$ cat src/rtl/dgi_pkg.sv
// Package: shared constants for the grouped completion interrupt generator.
// Assumes three schedule types, indexed 0 (isochronous), 1 (periodic), 2 (async).
package dgi_pkg;

    localparam int NUM_TYPES = 3;

    typedef enum logic [1:0] {
        SCHED_ISO = 2'd0,
        SCHED_PER = 2'd1,
        SCHED_ASY = 2'd2
    } sched_e;

    // Register address of the "all" mask of a type
    function automatic int all_addr(input int t);
        return 2 * t;
    endfunction

    // Register address of the "any" mask of a type
    function automatic int any_addr(input int t);
        return 2 * t + 1;
    endfunction

    localparam int ADDR_LAT   = 2 * NUM_TYPES;
    localparam int ADDR_CAUSE = 2 * NUM_TYPES + 1;

endpackage

$ cat src/rtl/dgi_regs.sv
// Module: dgi_regs
// Holds the per-type "all"/"any" selection masks and the latency setting.
// Decodes write-one-to-clear strobes for the cause register.
// Provides combinational read-back.
// Assumes LAT_W <= SLOTS and NT <= SLOTS so that fields fit in one data word.
module dgi_regs #(
    parameter int SLOTS  = 32,
    parameter int NT     = 3,
    parameter int LAT_W  = 8,
    parameter int ADDR_W = 4
) (
    input  logic                      clk,
    input  logic                      rst_n,
    input  logic                      wr_en,
    input  logic [ADDR_W-1:0]         addr,
    input  logic [SLOTS-1:0]          wdata,
    input  logic [NT-1:0]             cause_q,
    output logic [NT-1:0][SLOTS-1:0]  all_mask,
    output logic [NT-1:0][SLOTS-1:0]  any_mask,
    output logic [LAT_W-1:0]          latency,
    output logic [NT-1:0]             clr,
    output logic [SLOTS-1:0]          rdata
);
    import dgi_pkg::*;

    localparam logic [ADDR_W-1:0] A_LAT   = ADDR_W'(ADDR_LAT);
    localparam logic [ADDR_W-1:0] A_CAUSE = ADDR_W'(ADDR_CAUSE);

    logic [NT-1:0][SLOTS-1:0] all_q;
    logic [NT-1:0][SLOTS-1:0] any_q;
    logic [LAT_W-1:0]         lat_q;

    // Register writes for masks and latency
    always_ff @(posedge clk) begin
        if (!rst_n) begin
            all_q <= '0;
            any_q <= '0;
            lat_q <= '0;
        end else if (wr_en) begin
            for (int t = 0; t < NT; t++) begin
                if (addr == ADDR_W'(all_addr(t))) all_q[t] <= wdata;
                if (addr == ADDR_W'(any_addr(t))) any_q[t] <= wdata;
            end
            if (addr == A_LAT) lat_q <= wdata[LAT_W-1:0];
        end
    end

    // Write-one-to-clear strobes for the cause bits
    always_comb begin
        clr = '0;
        if (wr_en && addr == A_CAUSE) clr = wdata[NT-1:0];
    end

    // Combinational read-back multiplexer
    always_comb begin
        rdata = '0;
        for (int t = 0; t < NT; t++) begin
            if (addr == ADDR_W'(all_addr(t))) rdata = all_q[t];
            if (addr == ADDR_W'(any_addr(t))) rdata = any_q[t];
        end
        if (addr == A_LAT)   rdata = SLOTS'(lat_q);
        if (addr == A_CAUSE) rdata = SLOTS'(cause_q);
    end

    assign all_mask = all_q;
    assign any_mask = any_q;
    assign latency  = lat_q;

endmodule

$ cat src/rtl/dgi_cond.sv
// Module: dgi_cond
// Evaluates each type's group condition from its done vector and masks.
// "All" needs a non-empty mask fully covered by done bits.
// "Any" needs one selected done bit.
// Purely combinational. Assumes done vectors are stable within a cycle.
module dgi_cond #(
    parameter int SLOTS = 32,
    parameter int NT    = 3
) (
    input  logic [NT-1:0][SLOTS-1:0] done,
    input  logic [NT-1:0][SLOTS-1:0] all_mask,
    input  logic [NT-1:0][SLOTS-1:0] any_mask,
    output logic [NT-1:0]            cond
);
    for (genvar t = 0; t < NT; t++) begin : g_type
        logic all_hit;
        logic any_hit;

        // Group condition: every selected slot finished, mask non-empty
        always_comb begin
            all_hit = (|all_mask[t]) && ((done[t] & all_mask[t]) == all_mask[t]);
        end

        // Individual condition: any selected slot finished
        always_comb begin
            any_hit = |(done[t] & any_mask[t]);
        end

        assign cond[t] = all_hit | any_hit;
    end

endmodule

$ cat src/rtl/dgi_holdoff.sv
// Module: dgi_holdoff
// Per-type latency counter. While the condition holds and the cause bit
// is clear, it counts microframe ticks. It fires on the tick that makes
// the count reach the latency, or at once when the latency is zero.
// Assumes the tick is a one-cycle pulse.
module dgi_holdoff #(
    parameter int LAT_W = 8
) (
    input  logic             clk,
    input  logic             rst_n,
    input  logic             cond,
    input  logic             pending,
    input  logic             tick,
    input  logic [LAT_W-1:0] latency,
    output logic             fire
);
    localparam logic [LAT_W-1:0] CNT_MAX = '1;

    logic [LAT_W-1:0] cnt_q;
    logic             waiting;
    logic             due;

    assign waiting = cond && !pending;

    // Tick counter: restarts whenever the wait is broken
    always_ff @(posedge clk) begin
        if (!rst_n)                         cnt_q <= '0;
        else if (!waiting)                  cnt_q <= '0;
        else if (tick && cnt_q != CNT_MAX)  cnt_q <= cnt_q + 1'b1;
    end

    // Expiry check, widened to avoid underflow of latency-1
    always_comb begin
        due = ({1'b0, cnt_q} + (LAT_W+1)'(1)) >= {1'b0, latency};
    end

    assign fire = waiting && ((latency == '0) || (tick && due));

endmodule

$ cat src/rtl/done_group_irq.sv
// Module: done_group_irq (top)
// Combines the register block, condition evaluator and one holdoff counter
// per schedule type. It keeps the sticky cause bits and drives the interrupt line.
// Assumes all inputs are synchronous to clk.
module done_group_irq #(
    parameter int SLOTS  = 32,
    parameter int LAT_W  = 8,
    parameter int ADDR_W = 4
) (
    input  logic              clk,
    input  logic              rst_n,
    input  logic              reg_wr_en_i,
    input  logic [ADDR_W-1:0] reg_addr_i,
    input  logic [SLOTS-1:0]  reg_wdata_i,
    output logic [SLOTS-1:0]  reg_rdata_o,
    input  logic [SLOTS-1:0]  done_iso_i,
    input  logic [SLOTS-1:0]  done_per_i,
    input  logic [SLOTS-1:0]  done_asy_i,
    input  logic              uframe_tick_i,
    output logic              irq_o,
    output logic [2:0]        cause_o
);
    import dgi_pkg::*;

    localparam int NT = NUM_TYPES;

    logic [NT-1:0][SLOTS-1:0] done_vec;
    logic [NT-1:0][SLOTS-1:0] all_mask;
    logic [NT-1:0][SLOTS-1:0] any_mask;
    logic [LAT_W-1:0]         lat_q;
    logic [NT-1:0]            clr_vec;
    logic [NT-1:0]            cond_vec;
    logic [NT-1:0]            fire_vec;
    logic [NT-1:0]            cause_q;

    assign done_vec[SCHED_ISO] = done_iso_i;
    assign done_vec[SCHED_PER] = done_per_i;
    assign done_vec[SCHED_ASY] = done_asy_i;

    dgi_regs #(
        .SLOTS (SLOTS),
        .NT    (NT),
        .LAT_W (LAT_W),
        .ADDR_W(ADDR_W)
    ) regs_i (
        .clk     (clk),
        .rst_n   (rst_n),
        .wr_en   (reg_wr_en_i),
        .addr    (reg_addr_i),
        .wdata   (reg_wdata_i),
        .cause_q (cause_q),
        .all_mask(all_mask),
        .any_mask(any_mask),
        .latency (lat_q),
        .clr     (clr_vec),
        .rdata   (reg_rdata_o)
    );

    dgi_cond #(
        .SLOTS(SLOTS),
        .NT   (NT)
    ) cond_i (
        .done    (done_vec),
        .all_mask(all_mask),
        .any_mask(any_mask),
        .cond    (cond_vec)
    );

    for (genvar t = 0; t < NT; t++) begin : g_hold
        dgi_holdoff #(
            .LAT_W(LAT_W)
        ) hold_i (
            .clk    (clk),
            .rst_n  (rst_n),
            .cond   (cond_vec[t]),
            .pending(cause_q[t]),
            .tick   (uframe_tick_i),
            .latency(lat_q),
            .fire   (fire_vec[t])
        );
    end

    // Sticky cause bits: set by fire, cleared by write-one
    always_ff @(posedge clk) begin
        if (!rst_n) cause_q <= '0;
        else        cause_q <= (cause_q & ~clr_vec) | fire_vec;
    end

    assign irq_o   = (|cause_q) || (|fire_vec);
    assign cause_o = cause_q;

endmodule

$ cat config.mk
export PLATFORM = sky130hd
export DESIGN_NAME = done_group_irq
export DESIGN_NICKNAME = d
export VERILOG_FILES = /design/src/rtl/dgi_pkg.sv /design/src/rtl/dgi_regs.sv /design/src/rtl/dgi_cond.sv /design/src/rtl/dgi_holdoff.sv /design/src/rtl/done_group_irq.sv
export SDC_FILE = /design/constraint.sdc
export NUM_CORES = 1
export LEC_CHECK = 0
export ABC_CLOCK_PERIOD_IN_PS = 8900
export CORE_ASPECT_RATIO = 0.5
export CORE_UTILIZATION = 50
export DETAILED_ROUTE_END_ITERATION = 12
export PLACE_DENSITY_LB_ADDON = 0.25
export REMOVE_ABC_BUFFERS = 1
export SYNTH_ARGS = -nofsm -noshare
export SYNTH_HDL_FRONTEND = slang
export SYNTH_HIERARCHICAL = 1
export SYNTH_SLANG_ARGS = --single-unit
$ cat constraint.sdc
create_clock -name clk -period 8.9 [get_ports clk]
set_input_delay 2.67 -clock clk [delete_from_list [all_inputs] [get_ports clk]]
set_output_delay 2.67 -clock clk [all_outputs]
set_load 0.02 [all_outputs]
# == Word level (Yosys, flattened, before mapping) ==
# Index checks and enable logic that the tools add are counted.
# word_totals
regBits,227
in_bits,136
word_cells,97
# op_classes
add_sub_neg,6
magnitude_cmp,3
n_eq_ne,13
mux,9
bitwise_logic,12
n_reduce_logical,43
# op_table
cell,count
$mux 32,8
$and 32x32->32,6
$reduce_or 32->1,6
$eq 32x32->1,3
$add 8x1->9 const B,3
$ge 9x8->1,3
$add 8x1->8 const B,3
$ne 8x8->1 const B,3
$reduce_and 2->1,10
$eq 4x3->1 const B,4
$logic_and 1x1->1,16
$eq 4x2->1 const B,2
$logic_not 8->1,1
$reduce_or 3->1,2
$eq 4x1->1 const B,1
$logic_not 4->1,1
$logic_or 1x1->1,4
$and 3x3->3,1
$logic_not 1->1,3
$mux 3,1
$not 3->3,1
$or 1x1->1,3
$or 3x3->3,1

# == Logic depth before layout (Yosys ltp) ==
# logic_depth
ltp_word,9
depth_mapped,11
depth_no_buf,11

# == Modules after synthesis ==
# The synthesis kept the hierarchy.
# by_module_without_submodules
mod,instances,cells_per_inst,area_per_inst_um2
dgi_regs,1,1116,9150.0
dgi_holdoff,3,84,690.7
dgi_cond,1,255,1505.2
done_group_irq,1,12,115.1

# == Worst setup path after synthesis ==
# No wires, ideal clock.
# synth_path
path_kind,input -> output
from,input done_iso_i[3]
to,output irq_o
t_arrival_ns,4.192
required_ns,6.230
path_slack_ns,2.038
path_stages,10
path_buffers,0
cell_sequence,a22o_1 -> a221oi_2 -> nand4_1 -> nor3_1 -> o21ai_1 -> nor2b_1 -> o211ai_1 -> o211ai_1 -> nor4_1 -> nand2_1
# synth_between
elab_chain_cells,8
# synth_lines
element,line_no,text
start: declaration,done_group_irq.sv:16,"input logic [SLOTS-1:0] done_iso_i,"
$and 32x32->32,dgi_cond.sv:21,all_hit = (|all_mask[t]) && ((done[t] & all_mask[t]) == all_mask[t]);
$eq 32x32->1,dgi_cond.sv:21,
$logic_and 1x1->1,dgi_cond.sv:21,
$or 1x1->1 (*),dgi_cond.sv:29,assign cond[t] = all_hit | any_hit;
named net cond_vec[0],done_group_irq.sv:32,logic [NT-1:0] cond_vec;
$logic_and 1x1->1 (*),dgi_holdoff.sv:23,assign waiting = cond && !pending;
$logic_and 1x1->1 (*),dgi_holdoff.sv:37,assign fire = waiting && ((latency == '0) || (tick && due));
named net fire_vec[0],done_group_irq.sv:33,logic [NT-1:0] fire_vec;
$reduce_or 3->1 (*),done_group_irq.sv:89,assign irq_o = (|cause_q) || (|fire_vec);
$logic_or 1x1->1 (*),done_group_irq.sv:89,
end: declaration,done_group_irq.sv:20,"output logic irq_o,"
# Mark *: on every way through the listed nets, which the timed path passes. The rest lies on a longest branch.

# == Worst setup path in the final report ==
# layout_path
from,input done_iso_i[23]
to,output irq_o
# The elaborated chain is that of the path after synthesis.

==> reports/results.tsv <==
metric	value	unit
# hold bufs at CTS	0	
Post-synth EDFFs	0	
Synth Cell Area	0.0128	mm^2
Synth Register Bits	227	
CP Launch Type	primary input	
die height	115	um
clock root buffer	clkbuf_16	
Routed WL	49.2	mm
unrepaired setup endpoints after global routing	false	
multi-input logic area	0.00741	mm^2
Final Slew Violations	0	
vias in the first global route	12100	
placed insts	2072	
core box area	0.0252	mm^2
grt ovf	0	
post-synthesis cell type count	55	
DIE AREA	0.0264	mm^2
Pleak	5.30	nW
worst hold path type	reg2reg	
CTS buffer count	22	
Reg2Reg Depth	8	
r2r endpoint	g_hold[1].hold_i/cnt_q[6]$_SDFFE_PN0P_	
Final Setup Violations	0	
DR pass1 iterations	10	
PD cells	155	mW/mm^2
Syn-to-layout area delta	20.4	%
CTS resizes	0	
DRC	2	
final hold vios	0	
DIE WIDTH	229	um
register area share after synthesis	0.354	
NumNets Final	1915	
WHS Path Cells	2	
Crit Path Category	in2out	
Post-Syn Instances	1635	
Critical Path AT	5.84	ns
final critical-path share of the clock period	0.956	
fmax	0.118	GHz
FILL cells	2209	
num rows	41	
Bufs on Longest Clock Path	3	
worst skew pair latency	0.53	ns
Slew headroom	0.0316	
synth warn	6	
DR iter-0 viols	1668	
worst slew pin tran	1.45	ns
commonest non-fill, non-tap cells in the layout	nand2_1 (437), dfxtp_1 (227), clkdlybuf4s50_1 (168)	
Hold Startpoint	regs_i/any_mask[55]$_SDFFE_PN0P_	
share of layout cells above drive strength 1	0.0640	
Post-DP HPWL	36.7	mm
Sink Count	227	
outcome	complete, but fails checks	
CP Cell Sequence	clkdlybuf4s50_1 -> a22o_1 -> a221oi_2 -> nand4_1 -> nor3_1 -> o21ai_1 -> nor2b_1 -> o211ai_1 -> o211ai_1 -> nor4_1 -> nand2_1 -> clkdlybuf4s50_1	
Via density	6.22	
DR WL/cell	23.3	um
Setup TNS	0	ns
Async S/R FF share, synth	0	
Setup Buffers After CTS	0	
Crit Path Max Fanout	4	
routed vias	13100	
Post-Layout Cell Count	2111	
clk_skew	0.0198	ns
Final GP Congestion	0.967	
reg2reg setup slack	6.41	ns
io pins	172	
Starting Density	0.510	
Reg-to-Reg Start	regs_i/all_mask[35]$_SDFFE_PN0P_	
initial antenna violation count	2	
endpoint class of the critical path	primary output	
largest stage delay on the critical path	0.55	ns
delay-heaviest family, CP	buffers and inverters	
clk slew on worst S/H paths	0.07	ns
Worst Path Required	6.23	ns
Peak supply drop	0.122	mV
Port Buf Inserts	171	
FF/Latch Area	0.00454	mm^2
Tmin final	8.51	ns
WP buf/inv	2	
failing checks	design-rule violations	
CTS tree	yes	
Hold Path End	regs_i/any_mask[55]$_SDFFE_PN0P_	
most common cell after layout, fill and taps aside	nand2_1	
CTS H-tree depth	1	
max-capacitance violation count	0	
slowest CP cell	clkdlybuf4s50_1	
Avg Inst Size Synth	7.85	um^2
first-pass GRT wire length	73.0	mm
largest net degree at the start of global routing	135	
post-route ant nets	0	
most common flop cell mapped by yosys	dfxtp_1	
GRT Total Usage	0.365	
-- synthesized netlist by cell type, types with 4 or more instances --
| cell type | count | share of area |
|---|---|---|
| buf_2 | 45 | 0.018 |
| o221ai_1 | 15 | 0.010 |
| nor3b_1 | 4 | 0.0023 |
| xor2_1 | 24 | 0.016 |
| nor2b_1 | 12 | 0.0058 |
| buf_4 | 8 | 0.0047 |
| a221oi_2 | 12 | 0.014 |
| dfxtp_1 | 227 | 0.35 |
| o21ai_0 | 30 | 0.012 |
| nor3_1 | 8 | 0.0031 |
| a21boi_0 | 48 | 0.028 |
| a21boi_1 | 151 | 0.088 |
| o22ai_1 | 53 | 0.026 |
| o21ai_1 | 6 | 0.0023 |
| ha_1 | 27 | 0.026 |
| a21oi_1 | 43 | 0.017 |
| nor3_2 | 5 | 0.0039 |
| nor2_1 | 51 | 0.015 |
| o211ai_1 | 12 | 0.0070 |
| xnor2_1 | 6 | 0.0041 |
| a22o_1 | 16 | 0.011 |
| nand3_1 | 12 | 0.0047 |
| mux4_2 | 14 | 0.025 |
| a22oi_1 | 26 | 0.015 |
| inv_1 | 117 | 0.034 |
| nand3b_1 | 5 | 0.0029 |
| and4b_1 | 6 | 0.0047 |
| clkbuf_1 | 46 | 0.013 |
| nand4_1 | 21 | 0.010 |
| nor4_1 | 43 | 0.021 |
| mux2i_1 | 54 | 0.042 |
| and3_1 | 7 | 0.0034 |
| nand2_1 | 437 | 0.13 |
-- routing by layer --
layer | global-route usage | vias to the layer above | wire length [um] | part of all wire
li1 | - | 5906 | - | -
met1 | 0.511 | 6310 | 20800 | 0.42
met2 | 0.573 | 808 | 21600 | 0.44
met3 | 0.0662 | 113 | 5160 | 0.10
met4 | 0.114 | 0 | 1620 | 0.033
met5 | 0 | - | 0 | 0
-- flip-flops by register name (all words and copies together), names as in the netlist --
name / flops
cause_o: 3
g_hold.hold_i/cnt_q: 24
regs_i/all_mask: 96
regs_i/any_mask: 96
regs_i/latency: 8
-- cells by family after synthesis --
group | after synthesis | synth area share
fa+ha+maj | 27 | 0.0263
simple gates | 640 | 0.223
xor+xnor | 30 | 0.0205
buf+inv | 219 | 0.0713
flops | 227 | 0.354
mux | 69 | 0.0675
compound gates | 423 | 0.238
-- worst register-to-register path, stage by stage, from the launching register on --
cell     delay, ns
dfxtp_1       0.38
inv_1         0.08
o22ai_1       0.13
nor4_1        0.36
nand4_1       0.14
o21ai_1       0.41
nor2b_1       0.33
nand2_1       0.28
nor3_1        0.29
-- power breakdown --
group | switching, mW | internal, mW | leakage [nW]
Sequential | 0.0273 | 1.03 | 1.83
Combinational | 0.172 | 0.138 | 3.09
Clock | 0.427 | 0.598 | 0.384
Total | 0.625 | 1.77 | 5.30
-- worst max path at each step --
stage              startpoint         endpoint  slack, ns  cells past startpoint
2_1_floorplan   reg_addr_i[0]  reg_rdata_o[30]       2.01                      4
5_1_grt         done_per_i[9]            irq_o       0.30                     11
3_3_place_gp    done_iso_i[9]            irq_o       0.55                     11
3_5_place_dp   done_iso_i[24]            irq_o       0.54                     11
6_report       done_iso_i[23]            irq_o       0.39                     12
4_1_cts        done_iso_i[24]            irq_o       0.52                     11
-- cell type report --
cell class | instances | share of cell area
tap | 344 | 0.0278
multi-input combinational | 1189 | 0.479
clock buffer | 30 | 0.0421
timing repair buffer | 194 | 0.121
inverter | 118 | 0.0286
sequential | 227 | 0.294
clock inverter | 8 | 0.00744
antenna | 1 | 0.000162
-- through the flow --
stage | hold slack (ns) | setup slack (ns) | util | instance area (um^2) | power (mW)
floorplan | 0.445 | 2.01 | - | 12400 | 1.19
global placement | 0.458 | 0.550 | 0.584 | 14700 | 1.38
global route | 0.492 | 0.297 | 0.614 | 15500 | 2.45
detailed placement | 0.460 | 0.536 | 0.584 | 14700 | 1.38
finish | 0.469 | 0.392 | 0.614 | 15500 | 2.39
CTS | 0.469 | 0.522 | 0.614 | 15500 | 2.39
Note: power is estimated with default switching activity, not from simulation.
